[src/rtl/ssi_tx_pkg.sv]
// Shared types for the serial position transmitter.
package ssi_tx_pkg;

    // Transmitter state: waiting for a frame, or inside one.
    typedef enum logic {
        ST_ARMED = 1'b0,
        ST_FRAME = 1'b1
    } tx_state_e;

    // One-cycle edge pulses of the synchronised serial clock.
    typedef struct packed {
        logic rise;
        logic fall;
    } edge_t;

endpackage

[src/rtl/ssi_tx_sync.sv]
// Multi-bit synchroniser chain.
// Assumes each bit is an independent slow level (no bus coherency needed).
// Reset loads INIT so idle-high lines do not produce a false edge.
module ssi_tx_sync #(
    parameter int            W      = 1,
    parameter int            STAGES = 2,
    parameter logic [W-1:0]  INIT   = '1
) (
    input  logic         clk,
    input  logic         rst_n,
    input  logic [W-1:0] d,
    output logic [W-1:0] q
);
    logic [STAGES-1:0][W-1:0] stg;

    // Shift the asynchronous levels through STAGES flops.
    always_ff @(posedge clk) begin
        if (!rst_n) begin
            stg <= {STAGES{INIT}};
        end else begin
            stg <= {stg[STAGES-2:0], d};
        end
    end

    assign q = stg[STAGES-1];
endmodule

[src/rtl/ssi_tx_edge.sv]
// Edge detector for the synchronised serial clock.
// Assumes the input is already synchronous; the clock idles high, so the
// history flop resets to 1.
module ssi_tx_edge
    import ssi_tx_pkg::*;
(
    input  logic  clk,
    input  logic  rst_n,
    input  logic  lvl,
    output edge_t edg
);
    logic prev;

    // Remember the previous sampled level.
    always_ff @(posedge clk) begin
        if (!rst_n) prev <= 1'b1;
        else        prev <= lvl;
    end

    assign edg.rise = lvl & ~prev;
    assign edg.fall = ~lvl & prev;
endmodule

[src/rtl/ssi_tx_ctrl.sv]
// Frame control: armed/frame state and the quiet-time counter.
// A falling edge while armed opens a frame. In a frame every edge restarts
// the counter, and IDLE_CYC edge-free cycles close it. An edge detected in
// the cycle the counter would run out takes priority. Assumes IDLE_CYC >= 2.
module ssi_tx_ctrl
    import ssi_tx_pkg::*;
#(
    parameter int IDLE_CYC = 64
) (
    input  logic  clk,
    input  logic  rst_n,
    input  edge_t edg,
    output logic  armed,
    output logic  capture,
    output logic  shift_en,
    output logic  expire
);
    localparam int              CNT_W = $clog2(IDLE_CYC);
    localparam logic [CNT_W-1:0] LIM  = CNT_W'(IDLE_CYC - 1);

    tx_state_e        st;
    logic [CNT_W-1:0] quiet;
    logic             edge_any;

    assign edge_any = edg.rise | edg.fall;
    assign armed    = (st == ST_ARMED);
    assign capture  = armed & edg.fall;
    assign shift_en = ~armed & edg.rise;
    assign expire   = ~armed & ~edge_any & (quiet == LIM);

    // Advance the state and the quiet-time counter.
    always_ff @(posedge clk) begin
        if (!rst_n) begin
            st    <= ST_ARMED;
            quiet <= '0;
        end else if (capture) begin
            st    <= ST_FRAME;
            quiet <= '0;
        end else if (armed || edge_any) begin
            quiet <= '0;
        end else if (expire) begin
            st    <= ST_ARMED;
            quiet <= '0;
        end else begin
            quiet <= quiet + 1'b1;
        end
    end
endmodule

[src/rtl/ssi_tx_shift.sv]
// Output shifter. On capture it loads {position, error} so that the position
// MSB of the chosen width sits at index W. Each shift drives index W and
// moves the register up by one, with the serial input entering at bit 0.
// The serial input thus reappears W+1 shifts later. The width is sampled
// only while armed.
module ssi_tx_shift #(
    parameter int POS_W = 32,
    parameter int SEL_W = 6
) (
    input  logic             clk,
    input  logic             rst_n,
    input  logic [POS_W-1:0] pos,
    input  logic             err,
    input  logic [SEL_W-1:0] width_sel,
    input  logic             sdi,
    input  logic             armed,
    input  logic             capture,
    input  logic             shift_en,
    input  logic             expire,
    output logic             sdo,
    output logic [SEL_W-1:0] width_q
);
    localparam logic [SEL_W-1:0] MAXW = SEL_W'(POS_W);

    logic [POS_W:0]   frame_q;
    logic [SEL_W-1:0] width_c;

    // Clamp the requested width into 1..POS_W.
    always_comb begin
        if (width_sel == '0)       width_c = SEL_W'(1);
        else if (width_sel > MAXW) width_c = MAXW;
        else                       width_c = width_sel;
    end

    // Load, hold idle level, or shift one bit out.
    always_ff @(posedge clk) begin
        if (!rst_n) begin
            frame_q <= '0;
            width_q <= MAXW;
            sdo     <= 1'b1;
        end else if (capture) begin
            frame_q <= {pos, err};
            width_q <= width_c;
        end else if (armed) begin
            width_q <= width_c;
            sdo     <= 1'b1;
        end else if (expire) begin
            sdo     <= 1'b1;
        end else if (shift_en) begin
            sdo     <= frame_q[width_q];
            frame_q <= {frame_q[POS_W-1:0], sdi};
        end
    end
endmodule

[src/rtl/ssi_pos_tx.sv]
// Top of the synchronous serial position transmitter.
// Synchronises the serial clock and data input, finds clock edges, runs the
// frame control and drives the output shifter. Assumes the serial clock
// half-period is longer than three system clocks and shorter than IDLE_CYC.
module ssi_pos_tx
    import ssi_tx_pkg::*;
#(
    parameter  int POS_W       = 32,
    parameter  int IDLE_CYC    = 64,
    parameter  int SYNC_STAGES = 2,
    localparam int SEL_W       = $clog2(POS_W + 1)
) (
    input  logic             clk,
    input  logic             rst_n,
    input  logic [POS_W-1:0] pos_i,
    input  logic             err_i,
    input  logic [SEL_W-1:0] width_i,
    input  logic             sclk_i,
    input  logic             sdi_i,
    output logic             sdo_o
);
    logic             sclk_s;
    logic             sdi_s;
    edge_t            edg;
    logic             sclk_rise;
    logic             sclk_fall;
    logic             armed;
    logic             capture;
    logic             shift_en;
    logic             expire;
    logic [SEL_W-1:0] width_q;

    ssi_tx_sync #(.W(2), .STAGES(SYNC_STAGES), .INIT(2'b11)) u_sync (
        .clk   (clk),
        .rst_n (rst_n),
        .d     ({sclk_i, sdi_i}),
        .q     ({sclk_s, sdi_s})
    );

    ssi_tx_edge u_edge (
        .clk   (clk),
        .rst_n (rst_n),
        .lvl   (sclk_s),
        .edg   (edg)
    );

    assign sclk_rise = edg.rise;
    assign sclk_fall = edg.fall;

    ssi_tx_ctrl #(.IDLE_CYC(IDLE_CYC)) u_ctrl (
        .clk      (clk),
        .rst_n    (rst_n),
        .edg      (edg),
        .armed    (armed),
        .capture  (capture),
        .shift_en (shift_en),
        .expire   (expire)
    );

    ssi_tx_shift #(.POS_W(POS_W), .SEL_W(SEL_W)) u_shift (
        .clk       (clk),
        .rst_n     (rst_n),
        .pos       (pos_i),
        .err       (err_i),
        .width_sel (width_i),
        .sdi       (sdi_s),
        .armed     (armed),
        .capture   (capture),
        .shift_en  (shift_en),
        .expire    (expire),
        .sdo       (sdo_o),
        .width_q   (width_q)
    );
endmodule

[config.mk]
export PLATFORM = sky130hd
export DESIGN_NAME = ssi_pos_tx
export DESIGN_NICKNAME = d
export VERILOG_FILES = /design/src/rtl/ssi_tx_pkg.sv /design/src/rtl/ssi_tx_sync.sv /design/src/rtl/ssi_tx_edge.sv /design/src/rtl/ssi_tx_ctrl.sv /design/src/rtl/ssi_tx_shift.sv /design/src/rtl/ssi_pos_tx.sv
export SDC_FILE = /design/constraint.sdc
export NUM_CORES = 1
export LEC_CHECK = 0
export CAP_MARGIN = 20
export CORE_MARGIN = 4
export CORE_UTILIZATION = 55
export CTS_CLUSTER_SIZE = 12
export DETAILED_ROUTE_END_ITERATION = 10
export DONT_BUFFER_PORTS = 1
export PLACE_DENSITY = 0.76
export SYNTH_ARGS = -nofsm -noshare
export SYNTH_HDL_FRONTEND = slang
export SYNTH_HIERARCHICAL = 1
export SYNTH_SLANG_ARGS = --single-unit
[constraint.sdc]
create_clock -name clk -period 1.9 [get_ports clk]
set_input_delay 0.475 -clock clk [delete_from_list [all_inputs] [get_ports clk]]
set_output_delay 0.475 -clock clk [all_outputs]
set_load 0.05 [all_outputs]
==> impl_metrics.ini, run 1 <==
[clock_tree]
cts_max_path_buffers = 2
cts_buffers = 5
cts.sinks = 52
cts_tree = done
cts.reportedPaths.clkPinSlew_ns = 0.09
postCtsHoldBufs = 0
clkLatencyLatePin_ns = 0.30
cts.htree.levels = 2
clockRootBuffer = clkbuf_8

[critical_path]
end_kind = register
max_stage_delay_ns = 0.36
crit_path_cell_trace = ha_1, nand3_2, nor2_1, and3_1, nor2_1, a21o_2, buf_4, o211a_1
reg2reg_from = u_ctrl/quiet[0]
start_kind = register
critPathMaxFanout = 21
regToRegSetupSlack_ns = 0.11
critPathSlowestCell = dfxtp_2
path_class = register to register
startpoint = u_ctrl/quiet[0]
cp_data_arrival_time_ns = 1.99
cp_num_buf_inv = 1
cpMostUsedCell = nor2_1
cp.required_ns = 2.10
path_delay_family = simple AND/OR/NAND/NOR gates

[placed_design]
io_buffer_count = 0
gp_congestion = 0.824
hpwl_um = 3680

[synth]
seq_area_frac_synth_pct = 39.8
netlist_area_mm2 = 0.00262
syn-num-nets = 314
ys_ff_latch = 52
yosys_most_used_dff = dfxtp_1
async_flop_share_pct = 0
yosysWarnings = 6
postSynthAreaPerCell_um2 = 9.70
synth_edf_count = 0
netlist_instances = 270
synth.distinct_cells = 41

[floorplan]
die_area_mm2 = 0.00593
fp-row-count = 24
die_y_um = 77
die_w_um = 77
core_mm2 = 0.00447
initial_utilization_pct = 58.5
io_pins = 44

[min_path]
hold_path.class = input port to register
hp-start = rst_n

[power]
leakage_nw = 1.30
power.switching_w = 0.000479
p_int_w = 0.00151
p_per_area_mw_per_mm2 = 715
power_frac_clock_pct = 29.7
p_comb_share_pct = 10.8
peakVddDrop_mv = 0.490
switching_share_pct = 24.1
pwr-share-seq_pct = 59.5

[sta]
final_max_slew_viol_count = 0
skew_ns = 0.00550
rsz0062_at_grt = false
finalHoldViolations = 0
tightest_slew_ns = 0.416
fin_setup_tns_ns = 0
fmax_mhz = 559
post-route-min-period_ns = 1.79
slew_headroom_pct = 72.3
post-route-period-util_pct = 94.2
setup_violations = 0

[global_routing]
grt_antenna_before_repair = 0
grt_overflow = 0
grt_pass1_vias = 1888
grt_max_degree = 50
grt_pass1_wl_um = 8740
groute.usage.overall_pct = 18.0

[drt]
drc = 0
wire_per_inst_um = 16.2
drt_iter0_markers = 135
vias = 1906
ant_nets = 0
wirelength_um = 5160
firstDrtPassIters = 5
viasPerCell = 5.97

[run_status]
status = finished, final reports clean

[cells_and_area]
fin_nets = 311
final_core_util_pct = 62.1
areaGrowthSynthToFinish_pct = 6.02
post_route_cells_drive_above_1_share_pct = 10.9
diodes = 0

[run]
max-cap-violations = 0
==> kinds of logic (layout without fill, tap and decap cells) <==
family / count (synthesis) / after routing / share of synthesized area [%]
xor gates and xnor gates: 3 / 3 / 1.00
AOI/OAI and AO/OA: 56 / 56 / 18.3
adders and majority gates: 1 / 1 / 0.478
muxes: 45 / 45 / 19.5
buffers and inverters: 25 / 22 / 4.44
and+or+nand+nor: 88 / 88 / 16.5
DFF: 52 / 52 / 39.8
==> area by class of cell <==
type	count	area, µm²
sequential	52	1040
clock inverter	1	5.00
clock buffer	6	72.6
timing repair buffer	12	103
multi-input combinational	193	1480
fill	400	1700
tap	52	65.1
inverter	3	11.3
==> layer usage <==
metal / vias up / GRT usage, % / part of all wire [%]
li1: 963 / - / -
met3: 6 / 6.09 / 4.5
met2: 46 / 28.9 / 46
met1: 891 / 23.5 / 49
met4: 0 / 3.74 / 0.45
met5: - / 0 / 0
==> synth_stat cells, drive strengths merged (4+ instances only) <==
cell type	number	share of area (%)
clkbuf	12	1.7
o211a	33	13
dfxtp	52	40
nand2b	8	1.9
nand2	39	5.6
mux4	4	3.7
nor2	12	1.7
buf	10	2.3
mux2i	39	15
nand3	4	0.96
a21oi	6	1.3
nor3b	4	1.1
o21ai	8	1.5
nor2b	10	2.4
==> sequential cells by signal (all words and copies together), names as in the netlist <==
signal and flops:
u_ctrl/quiet 6, u_sync/stg 2, u_shift/width_q 6, u_shift/frame_q 33
u_edge/prev 1, u_sync/q 2, u_shift/sdo 1, u_ctrl/st 1
==> path summary, 6_finish.rpt <==
| check | to | depth (start not counted) |
|---|---|---|
| worst min-delay path | u_sync/stg[1] | 1 |
| worst max-delay path | u_shift/frame_q[4] | 8 |
| worst max register to register | u_shift/frame_q[4] | 8 |
| worst min register to register | u_sync/q[0] | 1 |
==> power groups by stage <==
stage	combinational (W)	clock (W)	sequential (W)
finish	0.000215	0.000590	0.00118
global placement	0.000209	0	0.00120
CTS	0.000215	0.000613	0.00118
global route	0.000241	0.000666	0.00119
floorplan	0.000193	0	0.00119
detailed placement	0.000214	0	0.00121
==> through the flow <==
stage | total power, W | setup WS (ns) | instance area, µm² | hold WS, ns | cells
2_1_floorplan | 0.00138 | 0.0106 | 2620 | 0.386 | 270
3_3_place_gp | 0.00141 | 0.103 | 2690 | 0.389 | 312
3_5_place_dp | 0.00142 | 0.0574 | 2690 | 0.396 | 312
4_1_cts | 0.00201 | 0.0412 | 2770 | 0.234 | 319
5_1_grt | 0.00210 | 0.00492 | 2780 | 0.227 | 319
6_report | 0.00199 | 0.110 | 2780 | 0.246 | 319
==> placed cells by master, fill, tap and decap left out, types with 2 or more instances in the layout <==
master    Yosys  final
mux2_2        2      2
nor2b_1      10      9
o21ai_0       7      6
mux4_2        2      2
nor3b_1       4      4
o21ai_1       1      2
inv_1         3      3
nor2_1       12     11
a21oi_1       5      5
clkbuf_8      0      5
o211a_1      33     33
dfxtp_1      52     51
nand3_2       1      2
nand2_1      39     39
xor2_1        2      2
nand2b_1      8      8
nor3_1        3      3
a311oi_1      2      2
mux2i_1      39     39
mux4_1        2      2
buf_4         4     11
nand3_1       3      2
==> timing repair <==
item,in CTS,in global routing
endpoints found under the hold margin,0,0
buffers inserted,0,0
endpoints found under the setup margin,0,34
resized for setup,0,4
(Power assumes the default switching activity.)
==> run 2, diff against run 1 <==
Settings changed: CTS_CLUSTER_DIAMETER from default to 50.
==> results of run 2 <==
The final DEF is identical to that of run 1; final timing and power are the same.
==> run 3, diff against run 2 <==
Settings changed: HOLD_SLACK_MARGIN from default to 0.08, SYNTH_HIERARCHICAL 1 to default.
==> run 3 against run 2 <==
Effect of this change: via count down 4.1%; clock-buffer cell count did not move; non-clock buffer count down 8; wire length fell by 3.8%; sequential cell count is the same; synthesized cell count shrank 1.9%; sequential power is essentially flat; combinational power fell by 17%.
==> impl_metrics.ini, run 3 <==
[floorplan]
io_pins = 44
fp-row-count = 24
die_w_um = 76.5
core_mm2 = 0.00444
die_area_mm2 = 0.00585
die_y_um = 76.5
initial_utilization_pct = 58.0

[critical_path]
max_stage_delay_ns = 0.32
cp_num_buf_inv = 2
crit_path_cell_trace = inv_1, ha_1, nor2b_4, buf_12, mux2i_1, nand2_1, o211a_1
end_kind = register
reg2reg_from = u_sync.q[1]
start_kind = register
cp.required_ns = 2.10
path_delay_family = flip-flops
critPathSlowestCell = dfxtp_1
cp_data_arrival_time_ns = 1.73
startpoint = u_sync.q[1]
path_class = register to register
critPathMaxFanout = 35

[cells_and_area]
top_register = u_shift.frame_q
largest_reg_flops = 33
fin_nets = 303
layout_common_cells = 52 x dfxtp_1, 49 x mux2i_1, 40 x nand2_1
mostFrequentLayoutCell = dfxtp_1
top_regs = u_shift.frame_q x33, u_ctrl.quiet x6, u_shift.width_q x6
diodes = 0
post_route_cells_drive_above_1_share_pct = 6.59
areaGrowthSynthToFinish_pct = 3.84

[sta]
slew_headroom_pct = 63.8
final_max_slew_viol_count = 0
setup_violations = 0
fmax_mhz = 656
finalHoldViolations = 0
post-route-period-util_pct = 80.3
tightest_slew_ns = 0.543
skew_ns = 0.00848
rsz0062_at_grt = false
post-route-min-period_ns = 1.53
fin_setup_tns_ns = 0
post-route-worst-setup-slack_ns = 0.375

[synth]
yosysWarnings = 0
synthTopCellsByArea = dfxtp_1 40%, mux2i_1 19%, o211a_1 13%
syn-num-nets = 311
yosys_most_used_dff = dfxtp_1
yosysTopAreaCellShare_pct = 40.4
ys_ff_latch = 52
netlist_area_mm2 = 0.00258
netlist_instances = 265
async_flop_share_pct = 0
seq_area_frac_synth_pct = 40.4
synth_top_area_cell = dfxtp_1
postSynthAreaPerCell_um2 = 9.73
synthMostInstantiatedCell = dfxtp_1
synth.distinct_cells = 33
synth.cells.most_frequent = 52 x dfxtp_1, 49 x mux2i_1, 41 x nand2_1
synth_edf_count = 0

[drt]
wire_per_inst_um = 16.0
wirelength_um = 4970
vias = 1827
ant_nets = 0
drt_iter0_markers = 121
viasPerCell = 5.89
firstDrtPassIters = 4
drc = 0

[global_routing]
groute.usage.overall_pct = 18.1
grt_antenna_before_repair = 0
grt_pass1_wl_um = 8630
grt_max_degree = 49
grt_pass1_vias = 1865
grt_overflow = 0

[clock_tree]
cts_resized = 0
cts_tree = done
cts_max_path_buffers = 2
cts.htree.levels = 2
cts.sinks = 52
clockRootBuffer = clkbuf_8
postCtsSetupRepairBufs = 0
postCtsHoldBufs = 0
cts_buffers = 5
clkLatencyLatePin_ns = 0.31
cts.reportedPaths.clkPinSlew_ns = 0.08

[run_status]
status = finished, final reports clean

[power]
peakVddDrop_mv = 0.573
p_int_w = 0.00152
switching_share_pct = 23.7
pwr-share-seq_pct = 58.8
leakage_nw = 1.33
power.switching_w = 0.000472
p_per_area_mw_per_mm2 = 744
power_frac_clock_pct = 32.2
p_comb_share_pct = 8.9

[placed_design]
hpwl_um = 3450
io_buffer_count = 0
gp_congestion = 0.772
pre_cts_ws_ns = 0.389

[run]
max-cap-violations = 0

[min_path]
hp-start = rst_n
hold_path.class = input port to register
## run 3: cell families after synthesis
logic type | share of synthesized area (%)
AO/OA/AOI/OAI | 19.4
adder cells (fa/ha/maj) | 1.46
AND/OR/NAND/NOR | 13.6
multiplexers | 19.0
buffers and inverters | 5.05
flip-flops | 40.4
XOR/XNOR | 1.02
## run 3: through the flow
| stage | cell area (µm²) | hold slack (ns) | instances | power, W | utilization, % |
|---|---|---|---|---|---|
| 2_1_floorplan | 2580 | 0.386 | 265 | 0.00136 | - |
| 3_3_place_gp | 2580 | 0.388 | 302 | 0.00137 | 58.1 |
| 3_5_place_dp | 2580 | 0.393 | 302 | 0.00137 | 58.1 |
| 4_1_cts | 2680 | 0.233 | 310 | 0.00201 | 60.2 |
| 5_1_grt | 2680 | 0.230 | 310 | 0.00209 | 60.2 |
| 6_report | 2680 | 0.239 | 310 | 0.00199 | 60.2 |
## run 3: path summary, 6_finish.rpt
path	endpoint	slack (ns)	depth (start not counted)
worst max-delay path	u_shift.frame_q[23]	0.37	7
worst min-delay path	u_sync.stg[1]	0.24	1
worst max register to register	u_shift.frame_q[23]	0.37	7
worst min register to register	u_sync.q[0]	0.41	1
## run 3: worst register-to-register path: cells and delay by family (launching register included)
family                   cells  cell delay, ns
flip-flops                   1            0.32
AND/OR/NAND/NOR              2            0.24
multiplexers                 1            0.26
AO/OA/AOI/OAI                1            0.13
adder cells (fa/ha/maj)      1            0.16
buffers and inverters        2            0.32
## run 3: area by class of cell
| class | count | area (µm²) |
|---|---|---|
| Clock buffer | 6 | 82.6 |
| Clock inverter | 2 | 10.0 |
| Fill cell | 407 | 1770 |
| Inverter | 5 | 18.8 |
| Multi-Input combinational cell | 189 | 1420 |
| Sequential cell | 52 | 1040 |
| Tap cell | 52 | 65.1 |
| Timing Repair Buffer | 4 | 42.5 |
## run 3: power groups by stage
stage | Combinational (W) | Sequential (W) | Clock, W
finish | 0.000178 | 0.00117 | 0.000642
global placement | 0.000174 | 0.00119 | 0
floorplan | 0.000175 | 0.00118 | 0
CTS | 0.000180 | 0.00117 | 0.000664
global route | 0.000202 | 0.00118 | 0.000711
detailed placement | 0.000179 | 0.00120 | 0
## run 3: layer usage
metal  wire [µm]  global-route usage, %  vias to the layer above
li1            -                      -                      935
met1        2320                   22.8                      851
met2        2280                   28.5                       33
met3         280                   6.50                        8
met4          82                   6.34                        0
met5           0                      0                        -
